[src/rtl/can_irq_agg.sv]
module can_irq_agg #(
  parameter int AW = 4,
  parameter int DW = 8,
  parameter logic [DW-1:0] CFG_RST = '0
) (
  input  logic          clk,
  input  logic          rst_n,
  input  logic          bus_sel,
  input  logic          bus_wr,
  input  logic [AW-1:0] bus_addr,
  input  logic [DW-1:0] bus_wdata,
  output logic [DW-1:0] bus_rdata,
  input  logic          evt_msg_pend,
  input  logic          evt_fifo_full,
  input  logic          evt_fifo_ovr,
  input  logic          evt_tx0_done,
  input  logic          evt_tx1_done,
  input  logic          evt_last_err,
  input  logic          st_warn,
  input  logic          st_passive,
  input  logic          st_busoff,
  input  logic          init_mode,
  input  logic          sleep_mode,
  input  logic          can_rx,
  output logic          irq_fifo,
  output logic          irq_tec,
  output logic [2*DW-1:0] cfg_timing,
  output logic [2*DW-1:0] cfg_filter,
  output logic [DW-1:0] cfg_fmode,
  output logic [DW-1:0] cfg_diag
);
  localparam int NG = 6;
  localparam int NE = 4;
  localparam int NCFG = 6;
  localparam int CFG_BASE = 4;

  logic [NG-1:0] gflag, ien, gset, gclr;
  logic [NE-1:0] eflag, eien;
  logic [NCFG-1:0][DW-1:0] cfg_q;
  logic rx_s1, rx_s2, rx_s3, wake_fall;
  logic wr, fifo_req, err_req, tec_req;
  logic [AW-1:0] cfg_off;

  assign wr = bus_sel & bus_wr;
  assign wake_fall = sleep_mode & rx_s3 & ~rx_s2;
  assign gset = {wake_fall, evt_tx1_done, evt_tx0_done, evt_fifo_ovr, evt_fifo_full, evt_msg_pend};
  assign gclr = (wr && bus_addr == AW'(0)) ? bus_wdata[NG-1:0] : '0;

  always_ff @(posedge clk) begin
    if (!rst_n) begin
      rx_s1 <= 1'b1;
      rx_s2 <= 1'b1;
      rx_s3 <= 1'b1;
    end else begin
      rx_s1 <= can_rx;
      rx_s2 <= rx_s1;
      rx_s3 <= rx_s2;
    end
  end

  always_ff @(posedge clk) begin
    if (!rst_n) begin
      gflag <= '0;
      eflag <= '0;
      ien   <= '0;
      eien  <= '0;
    end else begin
      gflag <= (gflag & ~gclr) | gset;
      eflag[2:0] <= {st_busoff, st_passive, st_warn};
      eflag[3] <= (eflag[3] & ~(wr && bus_addr == AW'(1) && bus_wdata[3])) | evt_last_err;
      if (wr && bus_addr == AW'(2)) ien  <= bus_wdata[NG-1:0];
      if (wr && bus_addr == AW'(3)) eien <= bus_wdata[NE-1:0];
    end
  end

  for (genvar i = 0; i < NCFG; i++) begin : g_cfg
    always_ff @(posedge clk) begin
      if (!rst_n)
        cfg_q[i] <= CFG_RST;
      else if (wr && init_mode && bus_addr == AW'(CFG_BASE + i))
        cfg_q[i] <= bus_wdata;
    end
  end

  assign fifo_req = |(gflag[2:0] & ien[2:0]);
  assign err_req  = ien[5] & |(eflag & eien);
  assign tec_req  = (ien[3] & (gflag[3] | gflag[4])) | (ien[4] & gflag[5]) | err_req;

  always_ff @(posedge clk) begin
    if (!rst_n) begin
      irq_fifo <= 1'b0;
      irq_tec  <= 1'b0;
    end else begin
      irq_fifo <= fifo_req;
      irq_tec  <= tec_req;
    end
  end

  assign cfg_off = bus_addr - AW'(CFG_BASE);

  always_comb begin
    bus_rdata = '0;
    if (bus_addr == AW'(0))      bus_rdata = DW'(gflag);
    else if (bus_addr == AW'(1)) bus_rdata = DW'(eflag);
    else if (bus_addr == AW'(2)) bus_rdata = DW'(ien);
    else if (bus_addr == AW'(3)) bus_rdata = DW'(eien);
    else if (cfg_off < AW'(NCFG)) bus_rdata = cfg_q[cfg_off[2:0]];
  end

  assign cfg_timing = {cfg_q[1], cfg_q[0]};
  assign cfg_filter = {cfg_q[3], cfg_q[2]};
  assign cfg_fmode  = cfg_q[4];
  assign cfg_diag   = cfg_q[5];
endmodule


[config.mk]
export PLATFORM = sky130hd
export DESIGN_NAME = can_irq_agg
export DESIGN_NICKNAME = d
export VERILOG_FILES = /design/src/rtl/can_irq_agg.sv
export SDC_FILE = /design/constraint.sdc
export NUM_CORES = 1
export LEC_CHECK = 0
export ABC_CLOCK_PERIOD_IN_PS = 2700
export BUFFER_PORTS_ARGS = -buffer_cell sky130_fd_sc_hd__buf_4
export CORE_UTILIZATION = 41
export DETAILED_ROUTE_END_ITERATION = 12
export HOLD_SLACK_MARGIN = 0.12
export PLACE_DENSITY = 0.67
export SYNTH_ARGS = -nofsm -noshare
export SYNTH_HDL_FRONTEND = slang
export SYNTH_SLANG_ARGS = --single-unit
[constraint.sdc]
create_clock -name clk -period 2.7 [get_ports clk]
set_input_delay 0.675 -clock clk [delete_from_list [all_inputs] [get_ports clk]]
set_output_delay 0.675 -clock clk [all_outputs]
set_load 0.005 [all_outputs]
==> impl_metrics.tcl, run 1 <==
set metrics [dict create \
    status "completed" \
    required_ps 2030 \
    ys.flop_type "dfxtp_1" \
    path_clk_slew_ps 80 \
    fin_crit_ps 2580 \
    arrival_ps 1900 \
    io_buffers 85 \
    grtUsageMet1_pct 35.22 \
    whs_ps 410.6 \
    final_cells 602 \
    finalMaxSlewViolations 0 \
    h-tree-depth 3 \
    die_area_mm2 0.008694 \
    crit_top_cell "buf_4" \
    start_util_pct 43.27 \
    place_inst 586 \
    n_antenna_cell 0 \
    fin_ws_ps 120.2 \
    firstDrtPassIters 5 \
    cts_buffer_depth 2 \
    numCtsBuffers 9 \
    leakagePower_nw 1.702 \
    endpoint_kind "primary output" \
    yosys_register_bits 73 \
    core_area_mm2 0.007888 \
    worstMarginPinSlew_ps 768.5 \
    yosys-top-cells-count "dfxtp_1, o21ai_0, nand2_1" \
    grt_overflow 0 \
    ant_nets 0 \
    setup_tns_ps 0 \
    yosys.area.top_type_share_pct 42.82 \
    fin_nets 526 \
    yosys.area.top_type "dfxtp_1" \
    via_per_inst 5.679 \
    worstPathMaxFanout 6 \
    start_kind "primary input" \
    async_flop_share_pct 0 \
    rows 32 \
    pwr_density_cell_mw_per_mm2 522.5 \
    syn-num-nets 447 \
    num_vias 3419 \
    max_freq_mhz 387.6 \
    synthCells 416 \
    slowest_stage "ha_2" \
    hold_class "reg -> reg" \
    min_period_over_period_pct 95.55 \
    clock_tree.root_cell "clkbuf_8" \
    yosys_warnings 0 \
    syn_area_mm2 0.003413 \
    p_total_w 0.002309 \
    finalSetupViolCount 0 \
    insertion_delay_ps 350 \
    skew_ps 4.057 \
    grt_use_met2_pct 35.48 \
    cp_top_family "compound AO/OA/AOI/OAI gates" \
    drt-total-wl_mm 10.46 \
    drive_gt1_share_pct 28.00 \
    grt_pass1_vias 2973 \
    cts_tree "yes" \
    synth_edf_count 0 \
    rsz0062_at_grt "no" \
    track_usage_pct 24.32 \
    path_class "in -> out" \
    drt_iter0_markers 262 \
    ios 86 \
    hold_violations 0 \
    post_drt_wl_per_cell_um 17.38 \
    netlist_top_cells_area "dfxtp_1, o21ai_0, a21oi_1" \
    path_cells "buf_4 -> inv_1 -> ha_2 -> buf_4 -> nor2_1 -> o21ai_0 -> a221oi_2 -> o22ai_1 -> buf_4" \
    top_usage_layer "met2" \
    synth_most_common_cell "dfxtp_1" \
    ys_seq_area_share_pct 42.82 \
    cts_hold_buf 0 \
    ys_types 37 \
    cts_sinks 73 \
    grt_pass1_wl_mm 15.99 \
    max_cap_violations 0 \
    place_ws_ps 47.38 \
    use_met3_pct 4.390 \
    antenna_found_initial 0 \
    drc 0 \
    ir_drop_mv 0.2452 \
    die_y_um 93.24 \
    worst-path-buf-inv 4 \
    avgSynthCellArea_um2 8.205 \
    relSlewSlack_pct 48.45 \
    die_w_um 93.24 \
    post-dp-hpwl_mm 7.456 \
    syn2layout_area_growth_pct 29.47 \
    cts_setup_buffers 0 \
    cpPeakStageDelay_ps 220 \
    grt_max_degree 38 \
    ctsResizeCount 0 \
    gp_congestion 0.8821 \
]
state kept, by name, indices dropped and copies added, names as in the netlist, 4 cells and up:
register    count
cfg_diag        8
cfg_filter     16
cfg_fmode       8
cfg_timing     16
eflag           4
eien            4
gflag           6
ien             6
final cells by class:
cell class	instances	area [um^2]
Multi-Input combinational cell	302	1782
Inverter	7	26.28
Tap cell	102	127.6
Clock buffer	10	137.6
Fill cell	727	3468
Sequential cell	73	1461
Clock inverter	6	90.09
Timing Repair Buffer	102	794.5
logic make-up (layout without fill, tap and decap cells):
group / Yosys count / count (layout) / share of synthesized area (%)
multiplexers: 25 / 25 / 9.641
buffers and inverters: 41 / 125 / 5.608
adder cells (fa/ha/maj): 3 / 3 / 1.100
AO/OA/AOI/OAI: 162 / 162 / 25.81
AND/OR/NAND/NOR: 112 / 112 / 15.03
flip-flops: 73 / 73 / 42.82
metal layers:
metal / share of wire [%] / up-vias
li1: - / 1625
met1: 46 / 1628
met2: 45 / 153
met3: 8.2 / 13
met4: 1.5 / 0
met5: 0 / -
final timing paths:
path | startpoint | end | slack, ps | cells after the start
min | rx_s1 | rx_s2 | 410 | 1
max reg2reg | eien[2] | irq_tec | 1700 | 3
max | bus_addr[2] | bus_rdata[3] | 120 | 9
min reg2reg | rx_s1 | rx_s2 | 410 | 1
cell usage in the layout (no fill, tap or decap), types with 5 or more instances in the layout:
master	count
a21boi_0	5
a21oi_1	64
buf_4	99
clkbuf_8	10
dfxtp_1	73
inv_1	6
mux2i_1	16
mux4_2	6
nand2_1	68
nand2b_1	6
nor2_1	13
nor3_1	8
o21a_1	5
o21ai_0	68
o22ai_1	8
where the power goes:
part / internal [W] / switching, W / leakage (nW)
Combinational: 0.0000935 / 0.000128 / 0.997
Clock: 0.000549 / 0.000435 / 0.113
Sequential: 0.00109 / 0.0000121 / 0.592
metrics by stage:
stage          area (um^2)  util (%)
2_1_floorplan         3418         -
3_3_place_gp          4167     52.82
3_5_place_dp          4167     52.82
4_1_cts               4394     55.71
5_1_grt               4419     56.03
6_report              4419     56.03
Power figures use the tool's default switching activity.
==> run 2: changes to the inputs <==
--- a/config.mk
+++ b/config.mk
@@ -5,6 +5,7 @@
 export SDC_FILE = /design/constraint.sdc
 export NUM_CORES = 1
 export LEC_CHECK = 0
+export ABC_AREA = 1
 export ABC_CLOCK_PERIOD_IN_PS = 2700
 export BUFFER_PORTS_ARGS = -buffer_cell sky130_fd_sc_hd__buf_4
 export CORE_UTILIZATION = 41
==> run 2 against run 1 <==
Compared with the run above: via count shrank 0.79%; die area shrank 2.2%; critical endpoint is now bus_rdata[0]; global-route usage fell by 0.88 points; cell count rose by 9.1%; routed wire length down 9.7%; combinational power increased by 6%; maximum frequency down 0.20%; clock skew increased by 1.3 ps; final area is 2.0% lower; total power shrank 5.1%; flip-flop and latch count is the same; utilization fell by 0.58 points.
==> impl_metrics.tcl, run 2 <==
set metrics [dict create \
    setup_tns_ps 0 \
    path_clk_slew_ps 70 \
    n_antenna_cell 0 \
    io_buffers 85 \
    drc 0 \
    antenna_found_initial 0 \
    syn-num-nets 489 \
    grt_pass1_wl_mm 15.47 \
    arrival_ps 1910 \
    synthCells 458 \
    regToRegSetupSlack_ps 1660 \
    cp_top_family "simple AND/OR/NAND/NOR gates" \
    hold_path_startpoint "rx_s1" \
    grt_pass1_vias 3119 \
    post-dp-hpwl_mm 6.917 \
    start_kind "primary input" \
    yosys_register_bits 73 \
    grt_max_degree 62 \
    min_period_over_period_pct 95.74 \
    crit_top_cell "nand2_1" \
    yosys_warnings 0 \
    switching_share_pct 25.16 \
    yosys.area.top_type_share_pct 43.81 \
    hold_path_depth 1 \
    grt_overflow 0 \
    core_area_mm2 0.007807 \
    relSlewSlack_pct 63.67 \
    ys_types 34 \
    max_cap_violations 0 \
    firstDrtPassIters 4 \
    yosys.area.top_type "dfxtp_1" \
    yosys-top-cells-count "nand2_1, dfxtp_1, a21oi_1" \
    reg2reg_from "eien[0]" \
    cts_sinks 73 \
    hold_violations 0 \
    pwr_density_cell_mw_per_mm2 506.2 \
    leakagePower_nw 2.059 \
    die_area_mm2 0.008501 \
    num_vias 3392 \
    start_util_pct 42.72 \
    drt-total-wl_mm 9.444 \
    post_drt_wl_per_cell_um 14.37 \
    fill_cells 775 \
    power_frac_comb_pct 10.7 \
    syn2layout_area_growth_pct 29.78 \
    skew_ps 5.323 \
    synth_most_common_cell "nand2_1" \
    path_cells "buf_4 -> inv_6 -> nor2_4 -> inv_4 -> nor2_8 -> inv_4 -> or2_1 -> nand2_1 -> nand2_1 -> nand2_1 -> nand2_1 -> buf_4" \
    fin_nets 581 \
    final_area_mm2 0.004329 \
    synth_edf_count 0 \
    final_cell_mix "buf_4, nand2_1, dfxtp_1, a21oi_1, o21ai_0" \
    worstMarginPinSlew_ps 544.4 \
    r2r_end "irq_tec" \
    netlist_top_cells_area "dfxtp_1, a21oi_1, nand2_1" \
    ys.flop_type "dfxtp_1" \
    clockPowerShare_pct 38.8 \
    cts_buffer_depth 2 \
    insertion_delay_ps 340 \
    final_common_cell "buf_4" \
    status "completed" \
    die_w_um 92.20 \
    drive_gt1_share_pct 26.85 \
    cpPeakStageDelay_ps 200 \
    fin_crit_ps 2585 \
    ios 86 \
    max_freq_mhz 386.9 \
    p_int_w 0.001640 \
    worstPathMaxFanout 8 \
    drt_iter0_markers 248 \
    ir_drop_mv 0.2870 \
    p_sw_w 0.0005514 \
    clock_tree.root_cell "clkbuf_8" \
    cts_tree "yes" \
    r2r_cells 4 \
    die_y_um 92.20 \
    hold_class "reg -> reg" \
    h-tree-depth 3 \
    rows 32 \
    numCtsBuffers 9 \
    endpoint_kind "primary output" \
    place_area_mm2 0.004089 \
    track_usage_pct 23.44 \
    ant_nets 0 \
    slowest_stage "or2_1" \
    syn_area_mm2 0.003336 \
    ys_seq_area_share_pct 43.81 \
    utilization_pct 55.45 \
    hold_end "rx_s2" \
    seqPwrFrac_pct 50.5 \
    async_flop_share_pct 0 \
    worst-path-buf-inv 5 \
    finalSetupViolCount 0 \
    avgSynthCellArea_um2 7.283 \
    cts_hold_buf 0 \
    required_ps 2030 \
    gp_congestion 0.9697 \
    path_class "in -> out" \
    finalMaxSlewViolations 0 \
    via_per_inst 5.163 \
]
==> run 2: changes by cell type after synthesis, moves of 8 or more <==
cell / change
inv_1: +38
nand2_1: +25
nor2_1: +17
mux2i_1: -16
clkbuf_1: -15
nand3_1: +15
nor3_1: -8
==> run 2: how the worst max path moves through the flow <==
stage,depth (start not counted),startpoint,slack [ps],endpoint
after global placement,13,bus_addr[2],9,bus_rdata[5]
after CTS,13,bus_addr[3],20,bus_rdata[0]
after floorplan,11,bus_addr[2],130,bus_rdata[5]
after detailed placement,13,bus_addr[2],-40,bus_rdata[5]
final,12,bus_addr[1],120,bus_rdata[0]
after global routing,15,bus_addr[2],-20,bus_rdata[2]
==> run 2: layer usage <==
metal	routed length [um]	track usage, %
met5	0	0
met4	210	10.03
met3	591	4.892
met2	4308	36.69
met1	4334	31.12
==> run 2: repair_timing <==
| action | CTS | global route |
|---|---|---|
| endpoints found under the setup margin | 6 | 8 |
| setup buffers | 0 | 1 |
| pin swaps | 0 | 4 |
| resized for setup | 3 | 11 |
==> run 2: final cells by class <==
type                       count  area [um^2]  share of cell area (%)
tap                          102        127.6                   2.948
inverter                      53        211.5                   4.884
multi-input combinational    312         1570                   36.27
clock inverter                 5        55.05                   1.272
clock buffer                  11        141.4                   3.266
timing repair buffer         101        762.0                   17.60
sequential                    73         1461                   33.76
==> run 2: kinds of logic after synthesis <==
kind of cell | count (synthesis) | synth area share (%)
and+or+nand+nor | 158 | 21.04
AOI/OAI and AO/OA | 151 | 24.01
buffers and inverters | 73 | 10.01
DFF | 73 | 43.81
adders and majority gates | 3 | 1.125
==> run 2: per-stage QoR <==
step	power, W	cells	setup slack, ps	hold WS (ps)
after floorplan	0.001252	458	130.4	391.7
after global placement	0.001352	640	9.108	396.3
after detailed placement	0.001356	640	-42.68	404.4
after CTS	0.002198	656	20.20	423.7
after global routing	0.002293	657	-15.61	428.6
final	0.002191	657	115.1	419.5
==> run 2: power by group through the flow <==
stage          Clock [W]  Sequential [W]  Combinational (W)
2_1_floorplan          0         0.00113           0.000124
3_3_place_gp           0         0.00113           0.000222
3_5_place_dp           0         0.00113           0.000225
4_1_cts         0.000866         0.00111           0.000227
5_1_grt         0.000924         0.00111           0.000262
6_report        0.000850         0.00111           0.000235
==> run 3: changes to the inputs <==
--- a/config.mk
+++ b/config.mk
@@ -7,7 +7,7 @@
 export LEC_CHECK = 0
 export ABC_AREA = 1
 export ABC_CLOCK_PERIOD_IN_PS = 2700
-export BUFFER_PORTS_ARGS = -buffer_cell sky130_fd_sc_hd__buf_4
+export BUFFER_PORTS_ARGS = -buffer_cell sky130_fd_sc_hd__buf_2
 export CORE_UTILIZATION = 41
 export DETAILED_ROUTE_END_ITERATION = 12
 export HOLD_SLACK_MARGIN = 0.12
==> run 3 against run 2 <==
Compared with the run above: via count decreased by 2.2%; largest power group unchanged; die area unchanged; non-clock buffer count grew 3; first-iteration DRC count down 24%; final area down 3.9%; clock power rose by 3.1%; combinational power fell by 6%; sequential share of layout area up 1.4 points; setup slack got worse by 4.6 ps.
==> impl_metrics.tcl, run 3 (synthesis gave the netlist of run 2 again) <==
set metrics [dict create \
    finalMaxSlewViolations 0 \
    r2r_end "irq_tec" \
    whs_ps 429.0 \
    cp_top_family "buffers and inverters" \
    place_ws_ps 26.62 \
    post_drt_wl_per_cell_um 13.93 \
    skew_ps 4.461 \
    leakagePower_nw 2.063 \
    relSlewSlack_pct 60.54 \
    path_cells "buf_4 -> inv_4 -> ha_4 -> inv_2 -> buf_4 -> nor2_8 -> inv_4 -> or2_1 -> nand2_1 -> nand2_1 -> nand2_1 -> nand2_1 -> buf_2" \
    cts_hold_buf 0 \
    drc 0 \
    ios 86 \
    regToRegSetupSlack_ps 1640 \
    cts_tree "yes" \
    drt-total-wl_mm 9.195 \
    max_cap_violations 0 \
    cts_sinks 73 \
    place_area_mm2 0.003906 \
    grt_pass1_vias 3053 \
    start_kind "primary input" \
    start_util_pct 42.72 \
    drt_iter0_markers 189 \
    post-dp-hpwl_mm 6.724 \
    grt_overflow 0 \
    worst-path-buf-inv 6 \
    place_inst 644 \
    crit_top_cell "nand2_1" \
    die_y_um 92.20 \
    numCtsBuffers 9 \
    io_buffers 85 \
    antenna_found_initial 0 \
    path_clk_slew_ps 80 \
    max_freq_mhz 386.2 \
    track_usage_pct 22.30 \
    hold_violations 0 \
    fin_ws_ps 110.5 \
    status "completed" \
    pwr_density_cell_mw_per_mm2 529.2 \
    worstPathMaxFanout 5 \
    via_per_inst 5.027 \
    grt_pass1_wl_mm 14.70 \
    h-tree-depth 3 \
    worstMarginPinSlew_ps 591.3 \
    finalSetupViolCount 0 \
    slowest_stage "or2_1" \
    hold_path_startpoint "rx_s2" \
    cts_buffer_depth 2 \
    insertion_delay_ps 350 \
    core_area_mm2 0.007807 \
    cpPeakStageDelay_ps 200 \
    hold_end "rx_s3" \
    firstDrtPassIters 4 \
    final_area_mm2 0.004160 \
    endpoint_kind "primary output" \
    hold_path_depth 2 \
    setup_tns_ps 0 \
    required_ps 2030 \
    path_class "in -> out" \
    final_cell_mix "nand2_1, buf_2, dfxtp_1, a21oi_1, o21ai_0" \
    fin_crit_ps 2589 \
    drive_gt1_share_pct 26.88 \
    num_vias 3318 \
    fin_nets 584 \
    r2r_cells 4 \
    final_common_cell "nand2_1" \
    ir_drop_mv 0.3047 \
    die_w_um 92.20 \
    rows 32 \
    hold_class "reg -> reg" \
    reg2reg_from "eien[0]" \
    clock_tree.root_cell "clkbuf_8" \
    gp_congestion 0.9431 \
    min_period_over_period_pct 95.91 \
    n_antenna_cell 0 \
    arrival_ps 1910 \
    die_area_mm2 0.008501 \
    final_cells 660 \
    grt_max_degree 61 \
    syn2layout_area_growth_pct 24.72 \
    ant_nets 0 \
]
==> run 3: metal layers <==
layer	vias up	GRT usage, %	share of wire (%)
li1	1691	-	-
met2	97	34.45	45
met1	1516	30.46	48
met3	14	3.566	5.3
met5	-	0	0
met4	0	10.16	2.2
==> run 3: tightest hold or removal path: cells and delay by family (launching register included) <==
kind | cells | cell delay (ps)
buffers and inverters | 1 | 50
DFF | 1 | 310
and+or+nand+nor | 1 | 50
==> run 3: through the flow <==
step                      power, W  utilization [%]
after detailed placement  0.001341            50.03
after global placement    0.001338            50.03
after global routing      0.002277            53.29
after CTS                 0.002200            52.56
after floorplan           0.001252                -
final                     0.002202            53.29
==> run 3: repair_timing <==
item | CTS | global route
endpoints found under the setup margin | 0 | 7
setup buffers | 0 | 0
gates resized for setup | 0 | 17
==> run 3: final cells by class <==
| cell class | instances | area [um^2] |
|---|---|---|
| multi-input combinational | 312 | 1580 |
| clock inverter | 4 | 52.55 |
| clock buffer | 12 | 145.1 |
| tap | 102 | 127.6 |
| fill | 772 | 3647 |
| sequential | 73 | 1461 |
| inverter | 53 | 211.5 |
| timing repair buffer | 104 | 581.8 |
==> run 3: worst max path at each step <==
stage	startpoint	endpoint	slack, ps	depth (start not counted)
floorplan	bus_addr[2]	bus_rdata[5]	130	11
global placement	bus_addr[2]	bus_rdata[0]	50	13
detailed placement	bus_addr[2]	bus_rdata[0]	30	13
CTS	bus_addr[2]	bus_rdata[0]	20	13
global route	bus_addr[2]	bus_rdata[2]	-10	16
finish	bus_addr[2]	bus_rdata[0]	110	13
==> run 3: power breakdown <==
| part | switching [W] | leakage, nW | internal [W] | total [W] |
|---|---|---|---|---|
| clock | 0.000421 | 0.101 | 0.000455 | 0.000876 |
| combinational | 0.000137 | 1.37 | 0.0000836 | 0.000220 |
| sequential | 0.0000111 | 0.592 | 0.00109 | 0.00111 |
| total | 0.000569 | 2.06 | 0.00163 | 0.00220 |
